### src/rtl/fm_pkg.sv
package fm_pkg;
  typedef struct packed {
    logic rdy;
    logic bsy;
    logic wof;
    logic osy;
  } fm_lines_t;

  // error overrides the ready/busy pair with the 1/1 code
  function automatic fm_lines_t fm_encode(input logic err, input logic ready,
                                          input logic wof, input logic osy);
    fm_lines_t l;
    l.rdy = err | ready;
    l.bsy = err | ~ready;
    l.wof = wof;
    l.osy = osy;
    return l;
  endfunction
endpackage

### src/rtl/fm_ready_track.sv
module fm_ready_track #(
  parameter int N_CFG = 3
) (
  input  logic             clk,
  input  logic             rst,
  input  logic [N_CFG-1:0] cfg_done,
  input  logic             sw_set,
  input  logic             sw_clr,
  input  logic             align_seen,
  input  logic             pipe_filled,
  output logic             ready_nxt
);
  logic sw_q, al_q, sw_n, al_n;

  always_comb begin
    sw_n = sw_q;
    if (sw_set) sw_n = 1'b1;
    if (sw_clr) sw_n = 1'b0;
    al_n = al_q | align_seen;
  end

  always_ff @(posedge clk) begin
    if (rst) begin
      sw_q <= 1'b0;
      al_q <= 1'b0;
    end else begin
      sw_q <= sw_n;
      al_q <= al_n;
    end
  end

  assign ready_nxt = (&cfg_done) & sw_n & al_n & pipe_filled;
endmodule

### src/rtl/fm_err_latch.sv
module fm_err_latch #(
  parameter int N_LINK = 4
) (
  input  logic              clk,
  input  logic              rst,
  input  logic [N_LINK-1:0] sig_detect,
  output logic              err_nxt
);
  logic err_q;

  assign err_nxt = err_q | ~(&sig_detect);

  always_ff @(posedge clk) begin
    if (rst) err_q <= 1'b0;
    else     err_q <= err_nxt;
  end
endmodule

### src/rtl/fm_occ_track.sv
module fm_occ_track #(
  parameter int OCC_W = 12
) (
  input  logic             clk,
  input  logic             rst,
  input  logic             inc,
  input  logic             dec,
  input  logic [OCC_W-1:0] hi_mark,
  input  logic [OCC_W-1:0] lo_mark,
  output logic [OCC_W-1:0] occ_q,
  output logic             wof_nxt
);
  localparam logic [OCC_W-1:0] OCC_MAX = {OCC_W{1'b1}};
  localparam logic [OCC_W-1:0] OCC_ONE = {{(OCC_W-1){1'b0}}, 1'b1};

  logic [OCC_W-1:0] occ_n;
  logic             wof_q;

  always_comb begin
    occ_n = occ_q;
    if (inc && !dec && occ_q != OCC_MAX) occ_n = occ_q + OCC_ONE;
    else if (dec && !inc && occ_q != '0) occ_n = occ_q - OCC_ONE;
    wof_nxt = wof_q;
    if (occ_n >= hi_mark)     wof_nxt = 1'b1;
    else if (occ_n < lo_mark) wof_nxt = 1'b0;
  end

  always_ff @(posedge clk) begin
    if (rst) begin
      occ_q <= '0;
      wof_q <= 1'b0;
    end else begin
      occ_q <= occ_n;
      wof_q <= wof_nxt;
    end
  end
endmodule

### src/rtl/fm_status_enc.sv
module fm_status_enc #(
  parameter int N_CFG  = 3,
  parameter int N_LINK = 4,
  parameter int N_OOS  = 4,
  parameter int OCC_W  = 12
) (
  input  logic              clk,
  input  logic              rst,
  input  logic [N_CFG-1:0]  cfg_done,
  input  logic              sw_rdy_set,
  input  logic              sw_rdy_clr,
  input  logic              align_seen,
  input  logic              pipe_filled,
  input  logic [N_LINK-1:0] sig_detect,
  input  logic [N_OOS-1:0]  oos_flag,
  input  logic              trig_acc,
  input  logic              evt_sent,
  input  logic [OCC_W-1:0]  wof_hi,
  input  logic [OCC_W-1:0]  wof_lo,
  output logic              fm_rdy,
  output logic              fm_bsy,
  output logic              fm_wof,
  output logic              fm_osy
);
  import fm_pkg::*;

  logic             ready_nxt, err_nxt, wof_nxt;
  logic [OCC_W-1:0] occ_q;
  fm_lines_t        lines_q;

  fm_ready_track #(.N_CFG(N_CFG)) u_ready (
    .clk(clk), .rst(rst), .cfg_done(cfg_done), .sw_set(sw_rdy_set),
    .sw_clr(sw_rdy_clr), .align_seen(align_seen), .pipe_filled(pipe_filled),
    .ready_nxt(ready_nxt)
  );

  fm_err_latch #(.N_LINK(N_LINK)) u_err (
    .clk(clk), .rst(rst), .sig_detect(sig_detect), .err_nxt(err_nxt)
  );

  fm_occ_track #(.OCC_W(OCC_W)) u_occ (
    .clk(clk), .rst(rst), .inc(trig_acc), .dec(evt_sent),
    .hi_mark(wof_hi), .lo_mark(wof_lo), .occ_q(occ_q), .wof_nxt(wof_nxt)
  );

  always_ff @(posedge clk) begin
    if (rst) lines_q <= '{rdy: 1'b0, bsy: 1'b1, wof: 1'b0, osy: 1'b0};
    else     lines_q <= fm_encode(err_nxt, ready_nxt, wof_nxt, |oos_flag);
  end

  assign fm_rdy = lines_q.rdy;
  assign fm_bsy = lines_q.bsy;
  assign fm_wof = lines_q.wof;
  assign fm_osy = lines_q.osy;
endmodule

### config.mk
export PLATFORM = sky130hd
export DESIGN_NAME = fm_status_enc
export DESIGN_NICKNAME = d
export VERILOG_FILES = /design/src/rtl/fm_pkg.sv /design/src/rtl/fm_ready_track.sv /design/src/rtl/fm_err_latch.sv /design/src/rtl/fm_occ_track.sv /design/src/rtl/fm_status_enc.sv
export SDC_FILE = /design/constraint.sdc
export NUM_CORES = 1
export LEC_CHECK = 0
export ABC_AREA = 0
export BUFFER_PORTS_ARGS = -buffer_cell sky130_fd_sc_hd__buf_2
export CORE_AREA = 2 2 60 62
export CTS_CLUSTER_SIZE = 28
export DETAILED_ROUTE_END_ITERATION = 10
export DIE_AREA = 0 0 62 64
export PLACE_DENSITY = 0.87
export SETUP_SLACK_MARGIN = 0.05
export SKIP_LAST_GASP = 1
export SLEW_MARGIN = 30
export SYNTH_ARGS = -nofsm -noshare
export SYNTH_HDL_FRONTEND = slang
export SYNTH_SLANG_ARGS = --single-unit
export TNS_END_PERCENT = 1
### constraint.sdc
create_clock -name clk -period 5.2 [get_ports clk]
set_clock_uncertainty 0.1 [all_clocks]
set_input_delay 0 -clock clk [delete_from_list [all_inputs] [get_ports clk]]
set_output_delay 0 -clock clk [all_outputs]
set_load 0.01 [all_outputs]
==> impl_metrics.ini, run 1 <==
[grt]
grt_use_total_pct = 24.1
antenna_found_initial = 0
overflow = 0
grt_pass1_vias = 1734
grt_max_degree = 21
grt_pass1_wl_um = 7200

[yosys]
avgSynthCellArea_sq_um = 7.86
synth_ff_type = dfxtp_1
synth.largest_area_cell = dfxtp_1
synthTopCellsByCount = inv_1 (31), ha_1 (25), nor2_1 (25)
netlist_area_sq_um = 1810
synth_edf_count = 0
synthDistinctLibCells = 55
synth_area_leaders = dfxtp_1 (21%), ha_1 (17%), inv_1 (6.4%)
ys_warn_count = 0
syn_inst = 230
ys_ff_latch = 19
synth-async-reset-ratio_pct = 0
synth_nets = 298
synth.top_cell.area_share_pct = 21.1
ys_seq_area_share_pct = 21.1
yosysMostFrequentCell = inv_1

[placement]
gp_congestion = 0.893
port_buffers = 46
dp.cells = 314
hpwl_um = 3370

[clocking]
cts_resized = 0
numCtsBuffers = 3
htree_levels = 1
path_clk_slew_ns = 0.12
clock_path_buffers = 2
cts_root_buf = clkbuf_4
tritoncts = built
cts.sink_count = 19
postCtsSetupBuffers = 0
clk_latency_ns = 0.31

[timing]
finalHoldViolCount = 0
fmax_mhz = 279
worst_pin_slew_ns = 0.674
period_share_pct = 69.0
slew_viol_final = 0
finalSetupViolCount = 0
maxSlewHeadroom_pct = 54.4
period_minus_slack_ns = 3.59
setup-tns-final_ns = 0
rsz0062_at_grt = false

[power_and_ir_drop]
p_leak_nw = 1.05
peakVddDrop_uv = 259
powerDensity_nw_per_um2 = 487

[hold_path]
min_from = cfg_done[1]
holdPathEnd = fm_rdy
min_path_cells = 4
hold_class = in2reg

[detailed_routing]
drtAntennaViolNets = 0
drc_errors = 0
detail_route.wl_per_cell_um = 13.4
vias_per_cell = 5.62
drt_iter0_drc = 124
routed_wirelength_um = 4420
num_vias = 1853
drt_pass1_iterations = 4

[worst_setup_path]
path_buf_inv = 0
startpoint_type = flip-flop
rr_startpoint = u_occ.occ_q[3]
critical_path_class = reg2reg
critical_path.slowest_cell = nor4_1
crit_fanout = 9
reg2reg_depth = 11
cp_top_family = simple AND/OR/NAND/NOR gates
endpoint_kind = flip-flop
reg2reg_to = u_occ.wof_q
cp_slowest_stage_delay_ns = 0.64
worstPathArrival_ns = 3.75
rrSetupSlack_ns = 1.61
path_cells = nand4_1 > nor4_1 > nor2_1 > o21ai_1 > xnor2_1 > ha_1 > nand4_1 > nor4_1 > o31ai_1 > a311o_1 > nand3_1
cp_data_required_time_ns = 5.36

[finish]
final_net_count = 353
n_fill_cell = 264
drive_above_1_share_pct = 22.9
num_antenna_cells = 0
area_growth_pct = 21.9
instances_no_fill = 330

[floorplan]
core_area_sq_um = 3280
die_y_um = 64
initial_core_util_pct = 55.0
die_x_um = 62
ioPinCount = 47
rows = 21
fp.dieArea_sq_um = 3970

[run_status]
status = complete, no violations

[flow_run]
cap_violations = 0
## state kept, by name (all words and copies together) (netlist names)
register      cells
fm_rdy            1
fm_bsy            1
u_occ.wof_q       1
u_ready.sw_q      1
u_ready.al_q      1
u_occ.occ_q      12
fm_osy            1
u_err.err_q       1
## cells in the final DEF (no fill, tap or decap), types with 6 or more instances in the layout
master         synthesis  final
a21oi_1                7      7
inv_1                 31     31
nor2b_1                7      7
nor4_1                 6      6
buf_2                  1     46
nand2_1                9      9
nand4_1                9      9
o21ai_0                8      8
ha_1                  25     25
nor3_1                 8      8
nor2_1                25     25
dfxtp_1               19     19
dlygate4sd3_1          0     12
xnor2_1                6      6
## worst min-delay path, cell delays in order
cell,delay [ns]
buf_2,0.10
nand4_1,0.07
nor3_1,0.06
or2_2,0.27
## report_power, final
group / switching [mW] / internal [mW] / leakage (nW)
clock: 0.0501 / 0.0300 / 0.0150
sequential: 0.0862 / 0.189 / 0.156
combinational: 0.389 / 0.329 / 0.883
## layout make-up
class	instances	area (sq um)	share of cell area (%)
clock buffer	4	26.3	1.19
inverter	31	116	5.28
multi-input combinational	172	1270	57.7
timing repair buffer	58	350	15.9
sequential	19	380	17.3
tap	46	57.6	2.61
## kinds of logic after synthesis
group           after synthesis  synth area share, %
flops                        19                 21.1
xor+xnor                     11                 5.33
compound gates               40                 16.1
simple gates                 91                 28.3
buf+inv                      39                 8.59
mux                           5                 3.32
fa+ha+maj                    25                 17.3
## timing repair
item / in CTS / in global routing
endpoints found under the hold margin: 7 / 0
endpoints found under the setup margin: 0 / 0
hold buffers: 12 / 0
## stage by stage
stage	cell area, sq um	worst slack [ns]	hold slack (ns)	utilization, %	total power, mW
after CTS	2200	1.63	0.0989	67.0	1.07
after global routing	2200	1.42	0.139	67.0	1.18
after global placement	2060	1.76	0.118	62.6	0.959
after detailed placement	2060	1.67	0.124	62.6	0.981
after floorplan	1810	1.98	0.0200	-	0.832
final	2200	1.61	0.131	67.0	1.07
## routing by layer
| layer | part of all wire (%) | routed length [um] | up-vias | track usage, % |
|---|---|---|---|---|
| li1 | - | - | 928 | - |
| met1 | 42 | 1870 | 841 | 31.3 |
| met2 | 49 | 2150 | 80 | 39.2 |
| met3 | 8.1 | 358 | 4 | 5.06 |
| met4 | 1.0 | 44 | 0 | 6.65 |
| met5 | 0 | 0 | - | 0 |
## worst max path at each step
stage          depth (start not counted)            from          end
4_1_cts                               13  u_occ.occ_q[0]  u_occ.wof_q
2_1_floorplan                         14  u_occ.occ_q[0]  u_occ.wof_q
3_5_place_dp                          13  u_occ.occ_q[0]  u_occ.wof_q
3_3_place_gp                          13  u_occ.occ_q[0]  u_occ.wof_q
5_1_grt                               13  u_occ.occ_q[0]  u_occ.wof_q
6_report                              11  u_occ.occ_q[3]  u_occ.wof_q
Power figures use the tool's default switching activity.
==> run 2, diff against run 1 <==
- ABC_AREA: 0 -> 1
- PLACE_DENSITY: 0.87 -> 0.84
- clock period: 5.2 -> 3.55 ns (I/O delays scaled with it)
==> impl_metrics.ini, run 2 <==
[run_status]
status = complete, no violations

[yosys]
synth-async-reset-ratio_pct = 0
synth_edf_count = 0
synth_ff_type = dfxtp_1
synth_nets = 317
synth.top_cell.area_share_pct = 22.3
synthDistinctLibCells = 35
avgSynthCellArea_sq_um = 6.85
synth.largest_area_cell = dfxtp_1
synth_area_leaders = dfxtp_1 (22%), ha_1 (18%), inv_1 (11%)
ys_ff_latch = 19
netlist_area_sq_um = 1710
ys_warn_count = 0
syn_inst = 249
yosysMostFrequentCell = inv_1
synthTopCellsByCount = inv_1 (52), nand2_1 (46), nor2_1 (29)
ys_seq_area_share_pct = 22.3

[finish]
top_register = u_occ.occ_q
largest_register_ffs = 12
final_net_count = 381
instances_no_fill = 358
final_common_cell = inv_1
num_antenna_cells = 0
area_growth_pct = 26.3
layout_common_cells = inv_1 (52), nand2_1 (46), buf_2 (46)
drive_above_1_share_pct = 22.1

[floorplan]
die_x_um = 62
initial_core_util_pct = 51.9
rows = 21
fp.dieArea_sq_um = 3970
die_y_um = 64
core_area_sq_um = 3280
ioPinCount = 47

[detailed_routing]
drt_pass1_iterations = 4
routed_wirelength_um = 4080
num_vias = 1750
vias_per_cell = 4.89
drc_errors = 0
drt_iter0_drc = 92
detail_route.wl_per_cell_um = 11.4
drtAntennaViolNets = 0

[grt]
grt_use_total_pct = 22.4
grt_pass1_vias = 1627
grt_max_degree = 18
overflow = 0
antenna_found_initial = 0
grt_pass1_wl_um = 6800

[clocking]
tritoncts = built
cts.sink_count = 19
cts_hold_buffers = 16
cts_root_buf = clkbuf_4
numCtsBuffers = 3
path_clk_slew_ns = 0.11
postCtsSetupBuffers = 0
clk_latency_ns = 0.31
clock_path_buffers = 2
htree_levels = 1
cts_resized = 0

[hold_path]
min_path_cells = 5
hold_class = in2reg
holdPathEnd = u_occ.wof_q
min_from = wof_hi[11]

[placement]
dp.cells = 338
hpwl_um = 2930
gp_congestion = 0.872
port_buffers = 46
post-place-ws_ns = 0.487

[timing]
slew_viol_final = 0
finalHoldViolCount = 0
finalSetupViolCount = 0
period_share_pct = 88.0
maxSlewHeadroom_pct = 76.2
fmax_mhz = 320
worst_pin_slew_ns = 0.356
rsz0062_at_grt = false
setup-tns-final_ns = 0
period_minus_slack_ns = 3.12
timing.final.ws_setup_ns = 0.425

[worst_setup_path]
cp_top_family = simple AND/OR/NAND/NOR gates
cp_data_required_time_ns = 3.65
crit_fanout = 6
cp_common_cell = nand2_1
path_cells = inv_1 > ha_1 > nand2_1 > nor2_1 > nand2_1 > nand2_4 > o21ai_1 > o21a_1 > xor2_1 > inv_1 > ha_1 > nand2_1 > nor2_1 > a211oi_1 > nand2_1 > nand2_1 > nand2_1 > nand2_1 > nand2_1 > nor2_1 > a21oi_2
startpoint_type = flip-flop
path_buf_inv = 2
cp_slowest_stage_delay_ns = 0.38
worstPathArrival_ns = 3.23
rrSetupSlack_ns = 0.43
rr_startpoint = u_occ.occ_q[0]
reg2reg_depth = 21
critical_path.slowest_cell = dfxtp_1
endpoint_kind = flip-flop
reg2reg_to = u_occ.wof_q
critical_path_class = reg2reg

[power_and_ir_drop]
p_leak_nw = 1.21
powerDensity_nw_per_um2 = 406
peakVddDrop_uv = 207

[flow_run]
cap_violations = 0
==> run 2: cell types whose count changed after synthesis, moves of 3 or more <==
cell,previous run,this run
nor2b_1,7,0
nand4_1,9,4
o31ai_1,3,0
or2_2,3,0
nand2_1,9,46
xor2_1,5,9
clkbuf_1,6,2
nor3_1,8,5
nor2_1,25,29
xnor2_1,6,0
inv_1,31,52
==> run 2: how the worst max path moves through the flow <==
stage | from | endpoint | slack (ns) | cells after the start
global placement | u_occ.occ_q[0] | u_occ.wof_q | 0.54 | 22
global route | u_occ.occ_q[0] | u_occ.wof_q | 0.16 | 21
finish | u_occ.occ_q[0] | u_occ.wof_q | 0.43 | 21
CTS | u_occ.occ_q[0] | u_occ.wof_q | 0.44 | 21
detailed placement | u_occ.occ_q[0] | u_occ.wof_q | 0.49 | 21
floorplan | u_occ.occ_q[0] | u_occ.wof_q | 0.87 | 22
==> run 2: cells by family (layout without fill, tap and decap cells) <==
kind of cell | count (synthesis) | count (layout) | share of synthesized area, %
adders and majority gates | 25 | 25 | 18.3
and+or+nand+nor | 108 | 108 | 29.2
DFF | 19 | 19 | 22.3
buffers and inverters | 58 | 121 | 13.9
AOI/OAI and AO/OA | 29 | 29 | 10.7
xor gates and xnor gates | 10 | 10 | 5.58
==> run 2: worst min-delay path, stage by stage <==
cell and delay [ns]:
buf_2 0.09, inv_1 0.05, ha_1 0.16, nor2_1 0.06
a21oi_2 0.11
==> run 2: cell type report <==
| type | count | area (sq um) |
|---|---|---|
| Fill cell | 272 | 1130 |
| Multi-Input combinational cell | 172 | 1090 |
| Timing Repair Buffer | 62 | 390 |
| Sequential cell | 19 | 380 |
| Inverter | 55 | 209 |
| Tap cell | 46 | 57.6 |
| Clock buffer | 3 | 22.5 |
| Clock inverter | 1 | 5.00 |
==> run 2: per-layer routing <==
layer	share of wire [%]	GRT usage (%)	up-vias
li1	-	-	909
met1	42	28.1	763
met2	50	36.6	64
met3	5.4	4.05	14
met4	2.7	8.78	0
met5	0	0	-
==> run 2: power by group <==
part	leakage, nW	switching [mW]	internal [mW]
clock network	0.0177	0.0690	0.0421
registers	0.157	0.0321	0.245
logic	1.03	0.286	0.200
total	1.21	0.387	0.487
==> run 2: through the flow <==
| step | instance area, sq um | total power [mW] | hold slack [ns] | util [%] |
|---|---|---|---|---|
| after detailed placement | 1970 | 0.740 | 0.118 | 59.8 |
| after global placement | 1970 | 0.727 | 0.113 | 59.8 |
| after global routing | 2150 | 0.960 | 0.169 | 65.6 |
| final | 2150 | 0.875 | 0.0890 | 65.6 |
| after CTS | 2150 | 0.861 | 0.0859 | 65.6 |
| after floorplan | 1710 | 0.629 | 0.0200 | - |
==> run 3, diff against run 2 <==
- CORE_AREA: 2 2 60 62 -> 2 2 55 68
- DIE_AREA: 0 0 62 64 -> 0 0 57 70
- PLACE_DENSITY: 0.84 -> 0.83
==> impl_metrics.ini, run 3 (synthesized netlist as in run 2, its figures left out) <==
[grt]
grt_max_degree = 18
overflow = 0
grt_use_total_pct = 19.3
grt_pass1_vias = 1694
grt_pass1_wl_um = 6330
antenna_found_initial = 0

[worst_setup_path]
path_cells = inv_1 > ha_1 > nand2_1 > nor2_1 > nand2_1 > nand2_4 > o21ai_1 > o21a_1 > xor2_1 > inv_1 > ha_1 > nand2_1 > nor2_1 > a211oi_1 > nand2_1 > nand2_1 > nand2_1 > nand2_1 > nand2_1 > nor2_1 > a21oi_2
startpoint_type = flip-flop
cp_slowest_stage_delay_ns = 0.37
critical_path_class = reg2reg
cp_data_required_time_ns = 3.59
rr_startpoint = u_occ.occ_q[0]
endpoint_kind = flip-flop
critical_path.slowest_cell = dfxtp_1
crit_fanout = 6
cp_common_cell = nand2_1
reg2reg_depth = 21
crit_start = u_occ.occ_q[0]
reg2reg_to = u_occ.wof_q
worstPathArrival_ns = 3.11
rrSetupSlack_ns = 0.48

[timing]
fin_hold_ws_ns = -0.00914
fmax_mhz = 326
setup-tns-final_ns = 0
period_minus_slack_ns = 3.07
period_share_pct = 86.4
maxSlewHeadroom_pct = 77.3
worst_pin_slew_ns = 0.340
rsz0062_at_grt = false
finalHoldViolCount = 1
slew_viol_final = 0
finalSetupViolCount = 0

[detailed_routing]
vias_per_cell = 4.80
detail_route.wl_per_cell_um = 9.95
num_vias = 1657
drtAntennaViolNets = 0
routed_wirelength_um = 3430
drt_pass1_iterations = 4
drc_errors = 0
drt_iter0_drc = 29

[floorplan]
fp.dieArea_sq_um = 3990
rows = 24
die_x_um = 57
initial_core_util_pct = 49.8
core_area_sq_um = 3420
die_y_um = 70
ioPinCount = 47

[finish]
final_net_count = 375
area_growth_pct = 23.3
instances_no_fill = 345
largest_register_ffs = 12
final_common_cell = inv_1
layout_common_cells = inv_1 (52), nand2_1 (46), buf_2 (46)
drive_above_1_share_pct = 22.5
num_antenna_cells = 0
top_register = u_occ.occ_q
multiInputGateArea_sq_um = 1090
n_fill_cell = 335
regArea_sq_um = 380

[run_status]
violations = hold timing
status = complete, but fails checks

[clocking]
clk_latency_ns = 0.26
cts.sink_count = 19
clock_path_buffers = 2
cts_root_buf = clkbuf_8
numCtsBuffers = 3
cts_resized = 0
htree_levels = 1
path_clk_slew_ns = 0.07
tritoncts = built
postCtsSetupBuffers = 0

[placement]
dp.cells = 331
gp_congestion = 0.907
hpwl_um = 2910
port_buffers = 46

[hold_path]
holdPathEnd = u_err.err_q
min_from = sig_detect[0]
min_path_cells = 4
hold_class = in2reg

[flow_run]
cap_violations = 0

[power_and_ir_drop]
powerDensity_nw_per_um2 = 422
peakVddDrop_uv = 269
finalPower_mw = 0.887
p_leak_nw = 1.19
-- run 3: power by group --
part	switching [mW]	internal, mW	leakage, nW	total (mW)
Combinational	0.270	0.193	1.01	0.463
Clock	0.0704	0.0780	0.0255	0.148
Sequential	0.0301	0.246	0.157	0.276
Total	0.371	0.517	1.19	0.887
-- run 3: worst max path at each step --
stage	end	slack (ns)	depth (start not counted)
2_1_floorplan	u_occ.wof_q	0.87	22
3_3_place_gp	u_occ.wof_q	0.49	21
3_5_place_dp	u_occ.wof_q	0.46	21
4_1_cts	u_occ.wof_q	0.45	21
5_1_grt	u_occ.wof_q	0.10	21
6_report	u_occ.wof_q	0.48	21
-- run 3: per-stage QoR --
stage	hold WS [ns]	worst slack, ns	instance area [sq um]	util, %
3_5_place_dp	0.118	0.462	1960	57.2
6_report	-0.00914	0.483	2100	61.4
4_1_cts	0.00215	0.450	2100	61.4
2_1_floorplan	0.0200	0.866	1710	-
3_3_place_gp	0.107	0.487	1960	57.2
5_1_grt	0.0320	0.100	2100	61.4
-- run 3: critical path: cells and delay by family, from the launching register on --
family | cells | cell delay [ns]
adder cells (fa/ha/maj) | 2 | 0.52
flip-flops | 1 | 0.37
XOR/XNOR | 1 | 0.20
buffers and inverters | 2 | 0.21
AO/OA/AOI/OAI | 4 | 0.64
AND/OR/NAND/NOR | 12 | 0.93
-- run 3: timing repair --
item,in CTS,in global routing
endpoints found under the hold margin,5,0
hold buffers,10,0
setup endpoints to repair,0,0
-- run 3: metal layers --
metal  vias up  track usage [%]  share of wire, %
met5         -                0                 0
met4         0             7.49               2.9
met3         9             1.85               3.2
met2        33             36.3                50
met1       719             21.7                43
li1        896                -                 -
-- run 3: cell type report --
class / count / share of cell area [%]
Clock buffer: 3 / 1.96
Sequential cell: 19 / 18.1
Tap cell: 39 / 2.32
Inverter: 55 / 9.93
Multi-Input combinational cell: 172 / 51.8
Timing Repair Buffer: 56 / 15.7
Clock inverter: 1 / 0.238
